$ cat src/rtl/trace_mux_pkg.sv
package trace_mux_pkg;

    // Which half of the frame is currently on the pins.
    typedef enum logic {
        SLOT_LO = 1'b0,
        SLOT_HI = 1'b1
    } slot_e;

endpackage

$ cat src/rtl/trace_slot_fsm.sv
module trace_slot_fsm
    import trace_mux_pkg::*;
(
    input  logic  clk,
    input  logic  rst,
    output slot_e slot,
    output logic  frame_start
);

    slot_e state_q;
    slot_e state_d;

    // Next-state logic: the two slots simply alternate.
    always_comb begin
        unique case (state_q)
            SLOT_LO: state_d = SLOT_HI;
            SLOT_HI: state_d = SLOT_LO;
            default: state_d = SLOT_LO;
        endcase
    end

    // State register.
    always_ff @(posedge clk) begin
        if (rst) state_q <= SLOT_LO;
        else     state_q <= state_d;
    end

    // Output logic: the edge leaving SLOT_HI (or any reset edge) starts a frame.
    always_comb begin
        slot = state_q;
        unique case (state_q)
            SLOT_LO: frame_start = rst;
            SLOT_HI: frame_start = 1'b1;
            default: frame_start = 1'b1;
        endcase
    end


    slot_alt_chk: assert property (@(posedge clk) disable iff (rst)
        !rst |=> state_q != $past(state_q));


    frame_start_chk: assert property (@(posedge clk) disable iff (rst)
        frame_start |=> !frame_start);

endmodule

$ cat src/rtl/trace_bank_mux.sv
module trace_bank_mux #(
    parameter int NUM_BANKS = 4,
    parameter int BANK_W    = 48,
    localparam int SEL_W    = $clog2(NUM_BANKS)
) (
    input  logic [NUM_BANKS*BANK_W-1:0] probe_bus,
    input  logic [SEL_W-1:0]            sel,
    output logic [BANK_W-1:0]           word
);

    logic [BANK_W-1:0] bank_arr [NUM_BANKS];

    for (genvar g = 0; g < NUM_BANKS; g++) begin : g_bank
        assign bank_arr[g] = probe_bus[g*BANK_W +: BANK_W];
    end

    always_comb word = bank_arr[sel];

endmodule

$ cat src/rtl/trace_frame_reg.sv
module trace_frame_reg #(
    parameter int BANK_W    = 48,
    parameter int SEL_W     = 2,
    localparam int PIN_W    = BANK_W / 2
) (
    input  logic              clk,
    input  logic              rst,
    input  logic              frame_start,
    input  logic [SEL_W-1:0]  sel_in,
    input  logic [BANK_W-1:0] word_in,
    output logic [PIN_W-1:0]  pin_data,
    output logic              pin_clk
);

    logic [BANK_W-1:0] word_q;
    logic [PIN_W-1:0]  pin_q;
    logic              clk_q;
    logic [SEL_W-1:0]  sel_q;

    // Capture at frame start, then present the upper half in the second slot.
    always_ff @(posedge clk) begin
        if (frame_start) begin
            word_q <= word_in;
            sel_q  <= sel_in;
            pin_q  <= word_in[PIN_W-1:0];
            clk_q  <= 1'b0;
        end else begin
            pin_q  <= word_q[BANK_W-1:PIN_W];
            clk_q  <= 1'b1;
        end
    end

    assign pin_data = pin_q;
    assign pin_clk  = clk_q;


    sel_hold_chk: assert property (@(posedge clk) disable iff (rst)
        clk_q |-> $stable(sel_q));


    lo_half_chk: assert property (@(posedge clk) disable iff (rst)
        !clk_q |-> pin_q == word_q[PIN_W-1:0]);


    hi_half_chk: assert property (@(posedge clk) disable iff (rst)
        clk_q |-> pin_q == word_q[BANK_W-1:PIN_W]);


    clk_toggle_chk: assert property (@(posedge clk) disable iff (rst)
        !rst |=> clk_q != $past(clk_q));

endmodule

$ cat src/rtl/trace_mux.sv
module trace_mux
    import trace_mux_pkg::*;
#(
    parameter int NUM_BANKS = 4,
    parameter int BANK_W    = 48,
    localparam int SEL_W    = $clog2(NUM_BANKS),
    localparam int PIN_W    = BANK_W / 2
) (
    input  logic                        clk,
    input  logic                        rst,
    input  logic [SEL_W-1:0]            bank_sel,
    input  logic [NUM_BANKS*BANK_W-1:0] probe_bus,
    output logic [PIN_W-1:0]            pin_data,
    output logic                        pin_clk
);

    slot_e             slot;
    logic              frame_start;
    logic [SEL_W-1:0]  sel_eff;
    logic [BANK_W-1:0] word;

    // Reset forces bank 0 regardless of the select input.
    assign sel_eff = rst ? '0 : bank_sel;

    trace_slot_fsm u_fsm (
        .clk         (clk),
        .rst         (rst),
        .slot        (slot),
        .frame_start (frame_start)
    );

    trace_bank_mux #(
        .NUM_BANKS (NUM_BANKS),
        .BANK_W    (BANK_W)
    ) u_mux (
        .probe_bus (probe_bus),
        .sel       (sel_eff),
        .word      (word)
    );

    trace_frame_reg #(
        .BANK_W (BANK_W),
        .SEL_W  (SEL_W)
    ) u_frame (
        .clk         (clk),
        .rst         (rst),
        .frame_start (frame_start),
        .sel_in      (sel_eff),
        .word_in     (word),
        .pin_data    (pin_data),
        .pin_clk     (pin_clk)
    );


    slot_pin_chk: assert property (@(posedge clk) disable iff (rst)
        (slot == SLOT_HI) |-> pin_clk);

endmodule

$ cat config.mk
export PLATFORM = sky130hd
export DESIGN_NAME = trace_mux
export DESIGN_NICKNAME = d
export VERILOG_FILES = /design/src/rtl/trace_mux_pkg.sv /design/src/rtl/trace_slot_fsm.sv /design/src/rtl/trace_bank_mux.sv /design/src/rtl/trace_frame_reg.sv /design/src/rtl/trace_mux.sv
export SDC_FILE = /design/constraint.sdc
export NUM_CORES = 1
export LEC_CHECK = 0
export BUFFER_PORTS_ARGS = -buffer_cell sky130_fd_sc_hd__buf_2
export CAP_MARGIN = 20
export CORE_AREA = 2 2 87 89
export DETAILED_ROUTE_END_ITERATION = 8
export DIE_AREA = 0 0 89 91
export PLACE_DENSITY = 0.8
export SLEW_MARGIN = 25
export SYNTH_ARGS = -nofsm -noshare
export SYNTH_HDL_FRONTEND = slang
export SYNTH_HIERARCHICAL = 1
export SYNTH_SLANG_ARGS = --single-unit
$ cat constraint.sdc
create_clock -name clk -period 4.6 [get_ports clk]
set_input_delay 0.92 -clock clk [delete_from_list [all_inputs] [get_ports clk]]
set_output_delay 0.92 -clock clk [all_outputs]
set_load 0.02 [all_outputs]
==> results of run 1 <==
[cells in the mapped netlist (2+ instances only)]
library cell,number
mux2_4,19
mux4_2,48
edfxtp_1,24
buf_6,4
buf_12,2
clkbuf_1,2
buf_4,2
nor2b_1,2
dfxtp_1,26
mux2_2,5
buf_2,3
[through the flow]
stage	worst slack [ps]	hold slack, ps	area [sq um]	total power [uW]
floorplan	2292	380.9	2813	738.1
global placement	1729	395.9	3968	861.0
detailed placement	1898	399.5	3995	873.9
CTS	2234	413.6	4108	1189
global route	2176	421.3	4108	1230
finish	2249	413.0	4108	1174
[final timing paths]
kind / end
min: u_fsm/slot$_SDFF_PP0_
min reg2reg: u_fsm/slot$_SDFF_PP0_
max reg2reg: u_frame/pin_data[21]$_DFF_P_
max: u_frame/pin_data[21]$_DFF_P_
[sequential cells by signal, indices dropped and copies added, names as in the netlist]
signal / count
u_fsm/slot: 1
u_frame/pin_clk: 1
u_frame/pin_data: 24
u_frame/word_q: 24
[logic make-up after synthesis]
| group | Yosys count |
|---|---|
| AND/OR/NAND/NOR | 4 |
| flip-flops | 50 |
| buffers and inverters | 14 |
| multiplexers | 72 |
[worst max-delay path: cells and delay by family]
kind	cells	cell delay (ps)
buffers and inverters	2	610
muxes	1	380
and+or+nand+nor	1	600
[area by class of cell]
class                           count  area [sq um]
Timing Repair Buffer              226          1166
Clock inverter                      3         43.79
Sequential cell                    50          1241
Inverter                            1         3.754
Fill cell                         628          3029
Tap cell                           99         123.9
Clock buffer                        5         68.82
Multi-Input combinational cell     76          1460
[power by group]
part	switching, uW	internal [uW]	leakage, uW
sequential	15.1	526	0.000461
combinational	132	186	0.00139
clock	151	163	0.0000585
[layer usage]
layer	part of all wire (%)	vias up	wire length (um)	track usage, %
met5	0	-	0	0
met4	3.8	0	335	9.701
met3	8.8	27	765	6.091
met2	52	157	4553	39.24
met1	35	1143	3085	23.30
li1	-	1040	-	-
==> impl_metrics.tcl, run 1 <==
set metrics [dict create \
    status "finished, final reports clean" \
    die_h_um 91 \
    yosysUniqueCellTypes 14 \
    syn_inst 140 \
    yosysTopAreaCellShare_pct 38.43 \
    rrSetupSlack_ps 2710 \
    synth_top_area_cell "mux4_2" \
    crit_type "primary input to flip-flop" \
    grt_max_degree 27 \
    cts.clk_slew.worst_paths_ps 90 \
    drt_iter0_drc 77 \
    max_freq_ghz 0.4253 \
    gp_congestion 0.8473 \
    cts_root_buffer "clkbuf_8" \
    post-route-util_pct 57.56 \
    layout_min_cycle_time_ps 2351 \
    max_slew_margin_pct 52.44 \
    final_cells 460 \
    power_leakage_uw 0.001906 \
    worst_pin_slew_ps 713.4 \
    portBuffers 220 \
    clockBufferDepth 2 \
    final_layout_size_suffix_gt1_share_pct 85.60 \
    slowest_delay_ps 600 \
    vias_per_cell 5.146 \
    finalHoldViolations 0 \
    slew_violations 0 \
    synth_xor_area_share_pct 0 \
    synth_edf_count 24 \
    ioPinCount 221 \
    crit_arrival_ps 2550 \
    synthToLayoutAreaGrowth_pct 46.04 \
    cts_setup_buffers 0 \
    insertion_delay_ps 300 \
    initial_core_util_pct 39.41 \
    rsz0062_at_grt "no" \
    worstHoldStart "u_fsm/slot$_SDFF_PP0_" \
    synth_top_flop_cell "dfxtp_1" \
    ant_nets 0 \
    post_drt_wl_per_cell_um 19.00 \
    routed_wl_mm 8.739 \
    holdBufCountCts 0 \
    syn_nets 336 \
    critPathLaunchType "primary input" \
    synth_seq_area_share_pct 44.13 \
    cts_made_buffers 5 \
    worstPathCellList "buf_2 -> or2_2 -> buf_4 -> mux2_2" \
    peakVddDrop_mv 0.1287 \
    cp_max_fo 26 \
    slowest_stage "or2_2" \
    cts-resized-gates 0 \
    finClkSkew_ps 10.65 \
    core_sq_um 7137 \
    syn_area_sq_um 2813 \
    grt_overflow 0 \
    synth-simple-area-share_pct 0.8007 \
    holdPathStages 1 \
    num_antenna_cells 0 \
    reg2reg_depth 3 \
    async_reset_ff_share_pct 0 \
    cts_htree_levels 2 \
    hold_class "flip-flop to flip-flop" \
    vias 2367 \
    synth_warnings 6 \
    antenna_found_initial 0 \
    synth_mux_area_share_pct 50.58 \
    dr.pass1.iters 4 \
    numClockSinks 50 \
    critPathLaunch "rst" \
    period_share_pct 51.11 \
    postSynthAreaPerCell_sq_um 20.09 \
    cap_viol_max_count 0 \
    final_cell_mix "buf_2 (220), mux4_2 (48), dfxtp_1 (26), edfxtp_1 (24), mux2_4 (19)" \
    dp.cells 452 \
    synth_compound_area_share_pct 0 \
    synth-seq-cells 50 \
    setup_viol 0 \
    synth-adder-area-share_pct 0 \
    nets 556 \
    row_count 31 \
    ys_top_cells_by_area "mux4_2 (38%), edfxtp_1 (26%), dfxtp_1 (19%), mux2_4 (10%), mux2_2 (2.0%)" \
    fin_setup_tns_ps 0 \
    dp_hpwl_mm 7.490 \
    cts_tree "yes" \
    cp-end-kind "flip-flop" \
    power_density_nw_per_um2 285.8 \
    mostFrequentLayoutCell "buf_2" \
    grt_pass1_wl_mm 13.03 \
    grt.total_usage_pct 21.88 \
    drc_errors 0 \
    r2r_start "u_fsm/slot$_SDFF_PP0_" \
    die-area_sq_um 8099 \
    grt_pass1_vias 2651 \
    crit_required_ps 4800 \
    die_x_um 89 \
    synth_top_family_by_area "multiplexers" \
]
Note: power is estimated with default switching activity, not from simulation.
==> run 2: changes to the inputs <==
--- a/config.mk
+++ b/config.mk
@@ -7,10 +7,10 @@
 export LEC_CHECK = 0
 export BUFFER_PORTS_ARGS = -buffer_cell sky130_fd_sc_hd__buf_2
 export CAP_MARGIN = 20
-export CORE_AREA = 2 2 87 89
+export CORE_MARGIN = 2
+export CORE_UTILIZATION = 40
 export DETAILED_ROUTE_END_ITERATION = 8
-export DIE_AREA = 0 0 89 91
-export PLACE_DENSITY = 0.8
+export PLACE_DENSITY = 0.81
 export SLEW_MARGIN = 25
 export SYNTH_ARGS = -nofsm -noshare
 export SYNTH_HDL_FRONTEND = slang
==> constraint.sdc (replaced) <==
create_clock -name clk -period 2.2 [get_ports clk]
set_input_delay 0.44 -clock clk [delete_from_list [all_inputs] [get_ports clk]]
set_output_delay 0.44 -clock clk [all_outputs]
set_load 0.02 [all_outputs]
==> impl_metrics.tcl, run 2 (synthesis gave the netlist of run 1 again) <==
set metrics [dict create \
    status "finished, final reports clean" \
    cts-resized-gates 0 \
    crit_type "primary input to flip-flop" \
    hold_class "primary input to flip-flop" \
    holdBufCountCts 0 \
    cts_tree "yes" \
    swShare_pct 25.56 \
    dr.pass1.iters 4 \
    path_buf_inv 2 \
    numClockSinks 50 \
    portBuffers 220 \
    power_density_nw_per_um2 572.8 \
    cp-end-kind "flip-flop" \
    num_antenna_cells 0 \
    core_sq_um 6794 \
    crit_arrival_ps 1830 \
    die_h_um 87.86 \
    insertion_delay_ps 290 \
    cp_max_fo 28 \
    mostFrequentLayoutCell "buf_2" \
    worst_slack_ps 550.6 \
    cts_htree_levels 2 \
    final_layout_size_suffix_gt1_share_pct 85.60 \
    ant_nets 0 \
    nets 556 \
    dp_hpwl_mm 6.562 \
    post_drt_wl_per_cell_um 16.90 \
    clockBufferDepth 2 \
    ioPinCount 221 \
    slew_violations 0 \
    die_x_um 87.86 \
    gp_congestion 0.7855 \
    period_share_pct 74.97 \
    drc_errors 0 \
    path_delay_family "multiplexers" \
    crit_required_ps 2390 \
    vias_per_cell 5.015 \
    max_freq_ghz 0.6063 \
    power_uw 2343 \
    clkPwrFrac_pct 23.4 \
    die-area_sq_um 7719 \
    grt_pass1_wl_mm 11.14 \
    layout_min_cycle_time_ps 1649 \
    worstPathCellList "buf_2 -> nor2b_4 -> buf_12 -> mux4_2 -> mux2_2" \
    routed_wl_mm 7.725 \
    cts_made_buffers 5 \
    worst_pin_slew_ps 454.3 \
    final_cell_mix "buf_2 (220), mux4_2 (48), dfxtp_1 (26), edfxtp_1 (24), mux2_4 (19)" \
    setup_viol 0 \
    preCtsSetupSlack_ps 212.5 \
    cap_viol_max_count 0 \
    row_count 30 \
    cts.clk_slew.worst_paths_ps 90 \
    vias 2292 \
    peakVddDrop_mv 0.2372 \
    hold_ws_ps 394.5 \
    grt_max_degree 30 \
    final.fill_count 550 \
    cts_root_buffer "clkbuf_8" \
    initial_core_util_pct 41.40 \
    drt_iter0_drc 58 \
    antenna_found_initial 0 \
    synthToLayoutAreaGrowth_pct 45.42 \
    internal_power_uw 1744 \
    slowest_stage "mux4_2" \
    max_slew_margin_pct 69.71 \
    finalHoldViolations 0 \
    cts_setup_buffers 0 \
    rsz0062_at_grt "no" \
    p_sw_uw 598.8 \
    combPwrFrac_pct 28.3 \
    critPathLaunchType "primary input" \
    grt_overflow 0 \
    fin_setup_tns_ps 0 \
    grt_pass1_vias 2368 \
    sequentialPowerShare_pct 48.3 \
    slowest_delay_ps 520 \
    grt.total_usage_pct 19.53 \
    finClkSkew_ps 4.311 \
    power_leakage_uw 0.001899 \
]
==> run 2: changes by cell type in the layout (fill, tap and decap cells not counted) <==
| cell | change |
|---|---|
| inv_6 | -1 |
| buf_4 | -1 |
| buf_16 | -1 |
| buf_12 | +2 |
| bufinv_16 | -1 |
| inv_4 | +1 |
| clkbuf_8 | +1 |
==> run 2: power by group through the flow <==
stage                     clock network (uW)  logic [uW]  registers, uW
after floorplan                            0         317           1230
after global placement                     0         650           1150
after detailed placement                   0         671           1150
after CTS                                568         672           1130
after global routing                     607         710           1140
final                                    549         663           1130
==> run 2: per-layer routing <==
| layer | part of all wire, % | global-route usage [%] | vias up |
|---|---|---|---|
| met4 | 0.76 | 3.776 | 0 |
| met1 | 35 | 21.16 | 1114 |
| met5 | 0 | 0 | - |
| li1 | - | - | 1037 |
| met3 | 7.7 | 5.090 | 6 |
| met2 | 56 | 38.09 | 135 |
==> run 2: through the flow <==
step	instance area (sq um)	util, %	instances
floorplan	2813	-	140
global placement	3996	58.82	449
detailed placement	3996	58.82	449
CTS	4090	60.20	457
global route	4090	60.20	457
finish	4090	60.20	457
==> run 2: final cells by class <==
class                      instances  area [sq um]  share of cell area, %
inverter                           1         3.754                0.09177
clock inverter                     2         11.26                 0.2753
sequential                        50          1241                  30.35
tap                               96         120.1                  2.937
multi-input combinational         76          1460                  35.70
clock buffer                       6         82.58                  2.019
timing repair buffer             226          1171                  28.63
==> run 2: final timing paths <==
| kind | from | endpoint | slack [ps] | cells after the start |
|---|---|---|---|---|
| setup / recovery | rst | u_frame/pin_data[21]$_DFF_P_ | 550 | 5 |
| setup reg to reg | u_fsm/slot$_SDFF_PP0_ | u_frame/pin_data[17]$_DFF_P_ | 840 | 3 |
| hold / removal | rst | u_fsm/slot$_SDFF_PP0_ | 390 | 2 |
| hold reg to reg | u_fsm/slot$_SDFF_PP0_ | u_fsm/slot$_SDFF_PP0_ | 420 | 1 |
==> run 2: worst register-to-register path: stages, from the launching register on <==
cell	delay (ps)
dfxtp_1	320
or2_2	300
buf_4	280
mux2_4	360
